[src/rtl/tdm_port_pkg.sv]
package tdm_port_pkg;

  typedef struct packed {
    logic tick;     // a bit period occurs this cycle
    logic txBit;    // transmit active on this tick
    logic txFirst;  // first bit of a transmit byte
    logic rxBit;    // receive active on this tick
    logic rxLast;   // last bit of a receive byte
  } slotStrobe_t;

  function automatic logic [3:0] slotBits(input logic [1:0] sel);
    case (sel)
      2'b00:   slotBits = 4'd8;
      2'b01:   slotBits = 4'd7;
      2'b10:   slotBits = 4'd6;
      default: slotBits = 4'd2;
    endcase
  endfunction

endpackage

[src/rtl/tdm_byte_fifo.sv]
module tdm_byte_fifo #(
  parameter int DEPTH = 19,
  parameter int DW    = 8
) (
  input  logic          clk,
  input  logic          rst_n,
  input  logic          wr,
  input  logic [DW-1:0] wData,
  input  logic          rd,
  output logic [DW-1:0] rData,
  output logic          empty,
  output logic          full
);
  localparam int PW = (DEPTH > 1) ? $clog2(DEPTH) : 1;
  localparam int CW = $clog2(DEPTH + 1);

  logic [DW-1:0] mem [DEPTH];
  logic [PW-1:0] wrPtr, rdPtr;
  logic [CW-1:0] count;
  logic doWr, doRd;

  assign empty = (count == '0);
  assign full  = (count == CW'(DEPTH));
  assign doWr  = wr && !full;
  assign doRd  = rd && !empty;
  assign rData = mem[rdPtr];

  always_ff @(posedge clk) begin
    if (doWr) mem[wrPtr] <= wData;
  end

  always_ff @(posedge clk or negedge rst_n) begin
    if (!rst_n) begin
      wrPtr <= '0;
      rdPtr <= '0;
      count <= '0;
    end else begin
      if (doWr) wrPtr <= (wrPtr == PW'(DEPTH - 1)) ? '0 : wrPtr + 1'b1;
      if (doRd) rdPtr <= (rdPtr == PW'(DEPTH - 1)) ? '0 : rdPtr + 1'b1;
      case ({doWr, doRd})
        2'b10:   count <= count + 1'b1;
        2'b01:   count <= count - 1'b1;
        default: count <= count;
      endcase
    end
  end

  // occupancy never exceeds the depth
  p_count_bound_r8: assert property (@(posedge clk) disable iff (!rst_n)
    count <= CW'(DEPTH));

  // a write while full without a read leaves the occupancy unchanged
  p_full_write_ignored_r8: assert property (@(posedge clk) disable iff (!rst_n)
    full && wr && !rd |=> full);

endmodule

[src/rtl/tdm_slot_ctrl.sv]
module tdm_slot_ctrl
  import tdm_port_pkg::*;
#(
  parameter int FRAME_BITS = 256,
  parameter int POS_W      = $clog2(FRAME_BITS)
) (
  input  logic             clk,
  input  logic             rst_n,
  input  logic             extMode,
  input  logic [1:0]       widthSel,
  input  logic [POS_W-1:0] slotStart,
  input  logic             bitTick,
  input  logic             frameSync,
  input  logic             txSlotEn,
  input  logic             rxSlotEn,
  output slotStrobe_t      strobe
);
  logic [POS_W-1:0] bitPos, curPos;
  logic [3:0]       w;
  logic [2:0]       txCnt, rxCnt, txCntEff, rxCntEff;
  logic             inSlot, frameClr, txAct, rxAct;

  assign w        = slotBits(widthSel);
  assign curPos   = frameSync ? '0 : bitPos;
  assign inSlot   = ({1'b0, curPos} >= {1'b0, slotStart}) &&
                    ({1'b0, curPos} <  ({1'b0, slotStart} + (POS_W+1)'(w)));
  assign frameClr = bitTick && frameSync && !extMode;
  assign txAct    = bitTick && (extMode ? txSlotEn : inSlot);
  assign rxAct    = bitTick && (extMode ? rxSlotEn : inSlot);
  assign txCntEff = frameClr ? '0 : txCnt;
  assign rxCntEff = frameClr ? '0 : rxCnt;

  assign strobe.tick    = bitTick;
  assign strobe.txBit   = txAct;
  assign strobe.txFirst = txAct && (txCntEff == '0);
  assign strobe.rxBit   = rxAct;
  assign strobe.rxLast  = rxAct && ({1'b0, rxCntEff} == w - 4'd1);

  always_ff @(posedge clk or negedge rst_n) begin
    if (!rst_n) begin
      bitPos <= '0;
      txCnt  <= '0;
      rxCnt  <= '0;
    end else if (bitTick) begin
      bitPos <= curPos + 1'b1;
      if (txAct) txCnt <= ({1'b0, txCntEff} == w - 4'd1) ? '0 : txCntEff + 1'b1;
      else       txCnt <= txCntEff;
      if (rxAct) rxCnt <= ({1'b0, rxCntEff} == w - 4'd1) ? '0 : rxCntEff + 1'b1;
      else       rxCnt <= rxCntEff;
    end
  end

  // a byte start is only ever flagged on an active transmit tick
  p_first_on_active_r2: assert property (@(posedge clk) disable iff (!rst_n)
    strobe.txFirst |-> strobe.txBit && bitTick);

  // in internal mode both directions share one slot
  p_shared_slot_r4: assert property (@(posedge clk) disable iff (!rst_n)
    !extMode |-> (strobe.txBit == strobe.rxBit));

endmodule

[src/rtl/tdm_byte_dp.sv]
module tdm_byte_dp
  import tdm_port_pkg::*;
#(
  parameter int FIFO_DEPTH = 19
) (
  input  logic        clk,
  input  logic        rst_n,
  input  logic [1:0]  widthSel,
  input  slotStrobe_t strobe,
  input  logic        serIn,
  output logic        serOut,
  input  logic        txWr,
  input  logic [7:0]  txData,
  output logic        txFull,
  output logic        txEmpty,
  input  logic        rxRd,
  output logic [7:0]  rxData,
  output logic        rxEmpty,
  output logic        rxOverflow
);
  logic [3:0] w, padBits;
  logic [7:0] txHead, lastByte, txShift, loadByte, loadAligned;
  logic [7:0] rxAcc, rxNext, rxAligned;
  logic       txPop, rxFull;

  assign w           = slotBits(widthSel);
  assign padBits     = 4'd8 - w;
  assign loadByte    = txEmpty ? lastByte : txHead;
  assign loadAligned = loadByte << padBits;
  assign txPop       = strobe.txFirst && !txEmpty;
  assign rxNext      = {rxAcc[6:0], serIn};
  assign rxAligned   = rxNext << padBits;

  tdm_byte_fifo #(.DEPTH(FIFO_DEPTH), .DW(8)) u_txFifo (
    .clk(clk), .rst_n(rst_n),
    .wr(txWr), .wData(txData),
    .rd(txPop), .rData(txHead),
    .empty(txEmpty), .full(txFull)
  );

  tdm_byte_fifo #(.DEPTH(FIFO_DEPTH), .DW(8)) u_rxFifo (
    .clk(clk), .rst_n(rst_n),
    .wr(strobe.rxLast), .wData(rxAligned),
    .rd(rxRd), .rData(rxData),
    .empty(rxEmpty), .full(rxFull)
  );

  always_ff @(posedge clk or negedge rst_n) begin
    if (!rst_n) begin
      serOut   <= 1'b1;
      txShift  <= '0;
      lastByte <= 8'hFF;
    end else if (strobe.txBit) begin
      if (strobe.txFirst) begin
        serOut  <= loadAligned[7];
        txShift <= loadAligned << 1;
        if (!txEmpty) lastByte <= txHead;
      end else begin
        serOut  <= txShift[7];
        txShift <= txShift << 1;
      end
    end else if (strobe.tick) begin
      serOut <= 1'b1;
    end
  end

  always_ff @(posedge clk or negedge rst_n) begin
    if (!rst_n) begin
      rxAcc      <= '0;
      rxOverflow <= 1'b0;
    end else begin
      if (strobe.rxBit) rxAcc <= rxNext;
      if (strobe.rxLast && rxFull) rxOverflow <= 1'b1;
      else if (rxRd)               rxOverflow <= 1'b0;
    end
  end

  // a tick without transmit activity leaves the line high
  p_idle_high_r3: assert property (@(posedge clk) disable iff (!rst_n)
    strobe.tick && !strobe.txBit |=> serOut);

  // the overflow flag persists until a read
  p_ovf_sticky_r9: assert property (@(posedge clk) disable iff (!rst_n)
    rxOverflow && !rxRd |=> rxOverflow);

  // an empty queue is never popped
  p_no_pop_empty_r7: assert property (@(posedge clk) disable iff (!rst_n)
    txEmpty && !txWr |=> txEmpty);

endmodule

[src/rtl/tdm_byte_port.sv]
module tdm_byte_port
  import tdm_port_pkg::*;
#(
  parameter int FIFO_DEPTH = 19,
  parameter int FRAME_BITS = 256,
  localparam int POS_W     = $clog2(FRAME_BITS)
) (
  input  logic             clk,
  input  logic             rst_n,
  input  logic             extMode,
  input  logic [1:0]       widthSel,
  input  logic [POS_W-1:0] slotStart,
  input  logic             bitTick,
  input  logic             frameSync,
  input  logic             txSlotEn,
  input  logic             rxSlotEn,
  input  logic             serIn,
  output logic             serOut,
  input  logic             txWr,
  input  logic [7:0]       txData,
  output logic             txFull,
  output logic             txEmpty,
  input  logic             rxRd,
  output logic [7:0]       rxData,
  output logic             rxEmpty,
  output logic             rxOverflow
);
  slotStrobe_t strobe;

  tdm_slot_ctrl #(.FRAME_BITS(FRAME_BITS), .POS_W(POS_W)) u_ctrl (
    .clk(clk), .rst_n(rst_n), .extMode(extMode), .widthSel(widthSel),
    .slotStart(slotStart), .bitTick(bitTick), .frameSync(frameSync),
    .txSlotEn(txSlotEn), .rxSlotEn(rxSlotEn), .strobe(strobe)
  );

  tdm_byte_dp #(.FIFO_DEPTH(FIFO_DEPTH)) u_dp (
    .clk(clk), .rst_n(rst_n), .widthSel(widthSel), .strobe(strobe),
    .serIn(serIn), .serOut(serOut),
    .txWr(txWr), .txData(txData), .txFull(txFull), .txEmpty(txEmpty),
    .rxRd(rxRd), .rxData(rxData), .rxEmpty(rxEmpty), .rxOverflow(rxOverflow)
  );

endmodule

[config.mk]
export PLATFORM = sky130hd
export DESIGN_NAME = tdm_byte_port
export DESIGN_NICKNAME = d
export VERILOG_FILES = /design/src/rtl/tdm_port_pkg.sv /design/src/rtl/tdm_byte_fifo.sv /design/src/rtl/tdm_slot_ctrl.sv /design/src/rtl/tdm_byte_dp.sv /design/src/rtl/tdm_byte_port.sv
export SDC_FILE = /design/constraint.sdc
export NUM_CORES = 1
export LEC_CHECK = 0
export ABC_AREA = 1
export BUFFER_PORTS_ARGS = -buffer_cell sky130_fd_sc_hd__buf_4
export CAP_MARGIN = 20
export CORE_MARGIN = 2
export CORE_UTILIZATION = 60
export CTS_CLUSTER_DIAMETER = 100
export CTS_CLUSTER_SIZE = 16
export DETAILED_ROUTE_END_ITERATION = 12
export GPL_TIMING_DRIVEN = 0
export HOLD_SLACK_MARGIN = 0.08
export PLACE_DENSITY = 0.79
export SLEW_MARGIN = 0
export SYNTH_ARGS = -nofsm -noshare
export SYNTH_HDL_FRONTEND = slang
export SYNTH_SLANG_ARGS = --single-unit
[constraint.sdc]
create_clock -name clk -period 3.7 [get_ports clk]
set_input_delay 0.37 -clock clk [delete_from_list [all_inputs] [get_ports clk]]
set_output_delay 0.37 -clock clk [all_outputs]
set_load 0.05 [all_outputs]
After elaboration in Yosys (flattened, before gate mapping)
Memories as Yosys holds them, arrays and structs flattened.
Cells that the tools add are included.
- reductions and logical operators: 27
- add/subtract/negate cells: 14
- eq/ne operators: 14
- multiplexer cells: 27
- $lt $le $gt $ge: 2
- shift operators: 2
- operator list (cell ; number):
    adder 5 x 1 -> 5 bit (second input constant) ; 6
    == test 5 bit (second input constant) ; 6
    2-to-1 mux 8 bit ; 3
    2-to-1 mux 5 bit ; 4
    one-hot mux 5 bit (2 select lines) ; 2
    2-to-1 mux 3 bit ; 6
    left shift 8 x 4 -> 8 bit ; 2
    logical AND 1 bit ; 13
    one-hot mux 4 bit (3 select lines) ; 1
    2-to-1 mux 1 bit ; 11
    logical NOT 5 bit ; 2
    subtractor 5 x 1 -> 5 bit (second input constant) ; 2
    adder 8 x 4 -> 9 bit ; 1
    less-than comparator 8 x 9 -> 1 bit ; 1
    adder 8 x 1 -> 8 bit (second input constant) ; 1
    == test 3 x 4 -> 1 bit ; 2
    greater-or-equal comparator 8 bit ; 1
    nonzero test 2 bit ; 4
    adder 3 x 1 -> 3 bit (second input constant) ; 2
    == test 2 x 1 -> 1 bit (second input constant) ; 3
    == test 2 bit (second input constant) ; 3
    logical NOT 1 bit ; 5
    subtractor 4 x 1 -> 4 bit (second input constant) ; 1
    subtractor 4 bit (first input constant) ; 1
    3 further kinds ; 3
- RAM bits: 304
- logic and storage cells: 102
- output and inout port bits: 13
- memories: 2
- bits in registers: 69
- input bits: 28
- memories (memory ; words ; width ; rd ports ; clocked after memory_dff ; wr ports ; line ; RTL):
    u_dp.u_rxFifo.mem ; 19 ; 8 ; 1 ; 0 ; 1 ; tdm_byte_fifo.sv:17 ; logic [DW-1:0] mem [DEPTH];
    u_dp.u_txFifo.mem ; 19 ; 8 ; 1 ; 0 ; 1 ; tdm_byte_fifo.sv:17 ;

Logic depth before layout (Yosys ltp)
- depth after elaboration: 12
- gate-level depth with buffers: 29
- depth with buffers taken out: 29

Cells and area by module
From an unflattened synthesis, not the netlist that was laid out.
- cell total of the unflattened synthesis: 1949
- area, all modules: 18203.7 um^2
- modules (own cells, without submodules) (module ; cells an instance ; area each (um^2) ; times used ; sequential area each (um^2)):
    tdm_byte_fifo ; 760 ; 7551.0 ; 2 ; 4939.7
    tdm_slot_ctrl ; 224 ; 1669.1 ; 1 ; 350.3
    tdm_byte_dp ; 205 ; 1432.6 ; 1 ; 611.8

Least setup slack after synthesis
Ideal clock, no wire load.
- path type: input to register
- from: input widthSel[1]
- to: register u_dp.u_txFifo.count[4]
- required time: 3.576 ns
- buffers on the path: 0
- arrival: 4.198 ns
- path slack: -0.622 ns
- stages on the path: 28
- library setup time: 0.124 ns
- cell sequence: inv_1 ha_1 ha_1 fa_1 nand3_1 nand3_1 nand2_1 nor2_1 xor2_1 ha_1 a21o_1 nand3_1 nand2_1 nor2_1 nand3_1 nand2_1 nand4_1 nor2_2 ha_1 xor2_1 ha_1 a21oi_1 o21ai_0 a21oi_1 inv_1 a21oi_1 o21ai_0 xnor2_1
- word-level cells in the longest chain between the ends: 12
- elaborated cells on any way between the ends: 16
- classes of those cells: 1 x add/sub; 1 x order compare; 4 x eq/ne; 3 x mux; 7 x reduce/logical
- RTL lines (what ; line ; RTL):
    start, declared ; tdm_byte_port.sv:11 ; input logic [1:0] widthSel,
    == test 2 bit (tied with other cells) ; tdm_port_pkg.sv:12 ; case (sel)
    one-hot mux 4 bit (3 select lines) * ; tdm_port_pkg.sv:12 ;
    adder 8 x 4 -> 9 bit * ; tdm_slot_ctrl.sv:26 ; ({1'b0, curPos} < ({1'b0, slotStart} + (POS_W+1)'(w)));
    less-than comparator 8 x 9 -> 1 bit * ; tdm_slot_ctrl.sv:26 ;
    logical AND 1 bit * ; tdm_slot_ctrl.sv:25 ; assign inSlot = ({1'b0, curPos} >= {1'b0, slotStart}) &&
    2-to-1 mux 1 bit * ; tdm_slot_ctrl.sv:28 ; assign txAct = bitTick && (extMode ? txSlotEn : inSlot);
    logical AND 1 bit * ; tdm_slot_ctrl.sv:28 ;
    logical AND 1 bit * ; tdm_slot_ctrl.sv:35 ; assign strobe.txFirst = txAct && (txCntEff == '0);
    logical AND 1 bit * ; tdm_byte_dp.sv:30 ; assign txPop = strobe.txFirst && !txEmpty;
    logical AND 1 bit * ; tdm_byte_fifo.sv:25 ; assign doRd = rd && !empty;
    named net u_dp.u_txFifo.doRd ; tdm_byte_fifo.sv:20 ; logic doWr, doRd;
    == test 2 x 1 -> 1 bit or == test 2 bit (tied branches) ; tdm_byte_fifo.sv:40 ; case ({doWr, doRd})
    one-hot mux 5 bit (2 select lines) or nonzero test 2 bit (tied branches) ; -- ;
    end signal, assigned ; tdm_byte_fifo.sv:41 ; 2'b10: count <= count + 1'b1;
    end signal, assigned ; tdm_byte_fifo.sv:42 ; 2'b01: count <= count - 1'b1;
    end signal, assigned ; tdm_byte_fifo.sv:43 ; default: count <= count;
    end, declared ; tdm_byte_fifo.sv:19 ; logic [CW-1:0] count;
The timed path passes the listed nets; every way through them passes the cells marked *.
A chain may end at the register's enable or synchronous reset.

Worst setup path after layout
- from: input widthSel[1]
- to: register u_dp.u_rxFifo.count[4]
- word-level cells in the longest chain between the ends: 11
- elaborated cells on any way between the ends: 17
- classes of those cells: 2 x add/sub; 1 x order compare; 5 x eq/ne; 3 x mux; 6 x reduce/logical
- RTL lines (what ; line ; RTL):
    == test 2 bit (tied with other cells) ; tdm_port_pkg.sv:12 ;
    one-hot mux 4 bit (3 select lines) * ; tdm_port_pkg.sv:12 ;
    adder 8 x 4 -> 9 bit ; tdm_slot_ctrl.sv:26 ;
    less-than comparator 8 x 9 -> 1 bit ; tdm_slot_ctrl.sv:26 ;
    logical AND 1 bit ; tdm_slot_ctrl.sv:25 ;
    2-to-1 mux 1 bit ; tdm_slot_ctrl.sv:29 ; assign rxAct = bitTick && (extMode ? rxSlotEn : inSlot);
    logical AND 1 bit ; tdm_slot_ctrl.sv:29 ;
    logical AND 1 bit * ; tdm_slot_ctrl.sv:37 ; assign strobe.rxLast = rxAct && ({1'b0, rxCntEff} == w - 4'd1);
    logical AND 1 bit * ; tdm_byte_fifo.sv:24 ; assign doWr = wr && !full;
    == test 2 x 1 -> 1 bit or == test 2 bit (tied branches) ; tdm_byte_fifo.sv:40 ;
    one-hot mux 5 bit (2 select lines) or nonzero test 2 bit (tied branches) ; -- ;
    end signal, assigned ; tdm_byte_fifo.sv:41 ;
    end signal, assigned ; tdm_byte_fifo.sv:42 ;
    end signal, assigned ; tdm_byte_fifo.sv:43 ;
    end, declared ; tdm_byte_fifo.sv:19 ;
Mark *: on every way between the ends. The rest lies on a longest branch, timed or not.

==> reports/metrics.yaml <==
placed_design:
  dp_cells: 2156
  placed_cell_area_sq_um: 18380
  io_buffers: 40
  gp_congestion: 0.8866
  hpwl_mm: 27.54
routing:
  post_drt_wl_per_cell_um: 18.56
  drt-pass1-iter-count: 6
  vias: 12783
  drt_iter0_drc: 1194
  vias_per_cell: 5.735
  detail-route-antenna-nets: 0
  drc: 0
  routed_wl_mm: 41.36
sta:
  max_freq_mhz: 259.7
  finClkSkew_ns: 0.02631
  min_period_over_period: 1.041
  rsz0062_at_grt: "yes"
  timing.final.crit_period_ns: 3.850
  slew_headroom: 0.3390
  setup_ws_ns: -0.1505
  slew_violations: 0
  tns_ns: -0.4579
  max_slew.worst_pin.slew_ns: 0.9878
  setup_viol: 4
  hold_viol: 0
yosys:
  postSynthNetCount: 1804
  syn_inst: 1726
  yosysMostFrequentCell: "nand2_1"
  ys_ff_latch: 372
  synth.cell_area_sq_um: 17290
  ys_types: 43
  async_flop_share: 0.1828
  yosysTopAreaCell: "edfxtp_1"
  syn_avg_cell_area_sq_um: 10.02
  ys.flop_type: "edfxtp_1"
  ys_seq_area_frac: 0.6270
  synth_edf_count: 304
  synthTopCellsByCount: "396 x nand2_1, 304 x edfxtp_1, 228 x nor2_1"
  ys_top_cells_by_area: "edfxtp_1 53%, nand2_1 8.6%, dfrtp_1 8.5%"
  yosys_warnings: 0
  synth.top_cell.area_share: 0.5280
global_routing:
  grt_use_total: 0.2728
  grt_max_degree: 69
  grt_pass1_vias: 12441
  grt_pass1_wl_mm: 64.52
  grt_overflow: 0
  grt_antenna_before_repair: 0
clock_network:
  root_buffer: "clkbuf_16"
  cts.sink_count: 372
  clock_latency_ns: 0.55
  path_clk_slew_ns: 0.08
  cts_buffer_depth: 3
  cts-buffers-inserted: 27
  ctsHtreeMaxLevel: 1
  cts_tree: "built"
final_layout:
  drive_above_1_share: 0.1117
  final_cell_area_sq_um: 19630
  fin_cells: 2229
  fin_nets: 1902
  area_growth_pct: 13.53
  final_core_util: 0.6876
  diodes: 0
  fill_cells: 2091
critical_path:
  crit_path_start: "widthSel[1]"
  critPathLaunchType: "primary input"
  path_class: "primary input to flop"
  cpLargestDelayFamily: "adder cells"
  worstPathMaxFanout: 4
  cpPeakStageDelay_ns: 0.37
  crit_top_cell: "ha_4"
  arrival_ns: 4.28
  timing.rr.start: "u_dp.u_txFifo.count[1]"
  path_depth: 29
  crit_required_ns: 4.13
  slowest_stage: "fa_2"
  reg2regPathDepth: 14
  critPathBufInv: 3
  r2r-end: "u_dp.u_txFifo.count[4]"
  regToRegSetupSlack_ns: 0.35
  crit_end: "u_dp.u_rxFifo.count[4]"
  cp-end-kind: "flop"
floorplan:
  initial_core_util: 0.6057
  die_h_um: 173.8
  coreArea_sq_um: 28550
  boundaryPins: 41
  die_area_sq_um: 30190
  num_rows: 62
  die_w_um: 173.8
run_status:
  run_status: "finished with violations"
  violations: "negative setup slack"
power:
  ir_worst_vdd_v: 0.0005168
  p_leak_uw: 0.007931
  p_per_area_nw_per_um2: 687.6
job:
  cap_violations: 0
worst_hold_path:
  hold_path_class: "primary input to flop"
[cell usage in the layout, fill, tap and decap left out, types with 3 or more instances in the layout]
| cell type | n |
|---|---|
| nand2_1 | 387 |
| edfxtp_1 | 304 |
| nor2_1 | 207 |
| inv_1 | 183 |
| o21ai_0 | 103 |
| nand3_1 | 100 |
| a21oi_1 | 71 |
| dfrtp_1 | 59 |
| buf_4 | 57 |
| clkbuf_1 | 56 |
| ha_1 | 36 |
| o32ai_1 | 32 |
| clkbuf_16 | 27 |
| xor2_1 | 22 |
| nor2_4 | 20 |
| buf_2 | 12 |
| buf_1 | 12 |
| o21ai_1 | 11 |
| ha_4 | 11 |
| nor3_1 | 9 |
| dfstp_2 | 9 |
| a211oi_1 | 8 |
| nand2_2 | 7 |
| inv_2 | 6 |
| xnor2_1 | 6 |
| buf_6 | 6 |
| nor4_1 | 5 |
| a21oi_2 | 5 |
| or2_2 | 5 |
| clkbuf_2 | 5 |
| nand4_1 | 4 |
| nor2_2 | 4 |
| nand2_4 | 4 |
| nand3_2 | 3 |
| o211ai_1 | 3 |
| a2bb2oi_1 | 3 |
| nand3b_1 | 3 |
| dlygate4sd3_1 | 3 |
| buf_12 | 3 |
[worst min-delay path by stage]
stage / startpoint / endpoint / slack, ns / cells past startpoint
2_1_floorplan: rst_n / u_ctrl.bitPos[0] / 0.07 / 0
4_1_cts: serIn / u_dp.rxAcc[0] / 0.10 / 3
3_3_place_gp: u_dp.lastByte[5] / u_dp.lastByte[5] / 0.46 / 2
3_5_place_dp: u_dp.lastByte[4] / u_dp.lastByte[4] / 0.46 / 2
6_report: bitTick / u_dp.serOut / 0.11 / 3
5_1_grt: serIn / u_dp.rxAcc[0] / 0.13 / 3
[worst min-delay path: cells and delay by family]
| kind | cells | cell delay [ns] |
|---|---|---|
| and+or+nand+nor | 1 | 0.10 |
| AOI/OAI and AO/OA | 1 | 0.05 |
| buffers and inverters | 1 | 0.14 |
[kinds of logic after synthesis]
logic type / count (synthesis) / synth area share
xor+xnor: 30 / 0.01520
compound gates: 251 / 0.08358
fa+ha+maj: 50 / 0.03705
buf+inv: 259 / 0.05746
flops: 372 / 0.6270
simple gates: 764 / 0.1797
[through the flow]
step                      hold WS, ns  power (uW)  worst slack, ns
final                          0.1091       13500          -0.1505
after global routing           0.1287       14220          -0.3938
after CTS                      0.1001       13290          -0.1511
after detailed placement       0.4641       10510           -1.095
after global placement         0.4589       10320          -0.9413
after floorplan               0.07441        8824          -0.3579
[registers in the layout (all words and copies together), names as in the netlist]
signal and cells:
u_dp.u_rxFifo.count 5, u_dp.u_rxFifo.mem 152, u_dp.u_txFifo.count 5, u_ctrl.bitPos 8, u_dp.lastByte 8, u_dp.rxOverflow 1, u_ctrl.rxCnt 3, u_dp.serOut 1
u_ctrl.txCnt 3, u_dp.u_rxFifo.wrPtr 5, u_dp.rxAcc 7, u_dp.txShift 7, u_dp.u_txFifo.rdPtr 5, u_dp.u_txFifo.mem 152, u_dp.u_rxFifo.rdPtr 5, u_dp.u_txFifo.wrPtr 5
[power breakdown]
group,internal [uW],total (uW),switching (uW)
sequential,4980,5220,238
combinational,1640,5500,3860
clock,1390,2780,1390
[metal layers]
metal / up-vias / global-route usage / share of wire
li1: 5999 / - / -
met4: 0 / 0.1257 / 0.044
met2: 596 / 0.4635 / 0.49
met1: 6057 / 0.3525 / 0.39
met5: - / 0 / 0
met3: 131 / 0.03487 / 0.074
[area by class of cell]
class | instances | area [sq um] | share of cell area
Timing Repair Buffer | 69 | 593.1 | 0.03021
Clock inverter | 2 | 25.02 | 0.001275
Inverter | 193 | 730.7 | 0.03722
Clock buffer | 48 | 754.5 | 0.03843
Sequential cell | 372 | 10840 | 0.5523
Multi-Input combinational cell | 1095 | 5921 | 0.3016
Tap cell | 384 | 480.5 | 0.02448
Buffer | 66 | 284.0 | 0.01447
[repair_timing]
item,in CTS,in global routing
cloned,0,0
endpoints found under the hold margin,61,0
resized for setup,24,45
buffers inserted,9,12
hold buffers,3,0
setup endpoints to repair,161,167
pin swaps,16,25
(Power assumes the default switching activity.)
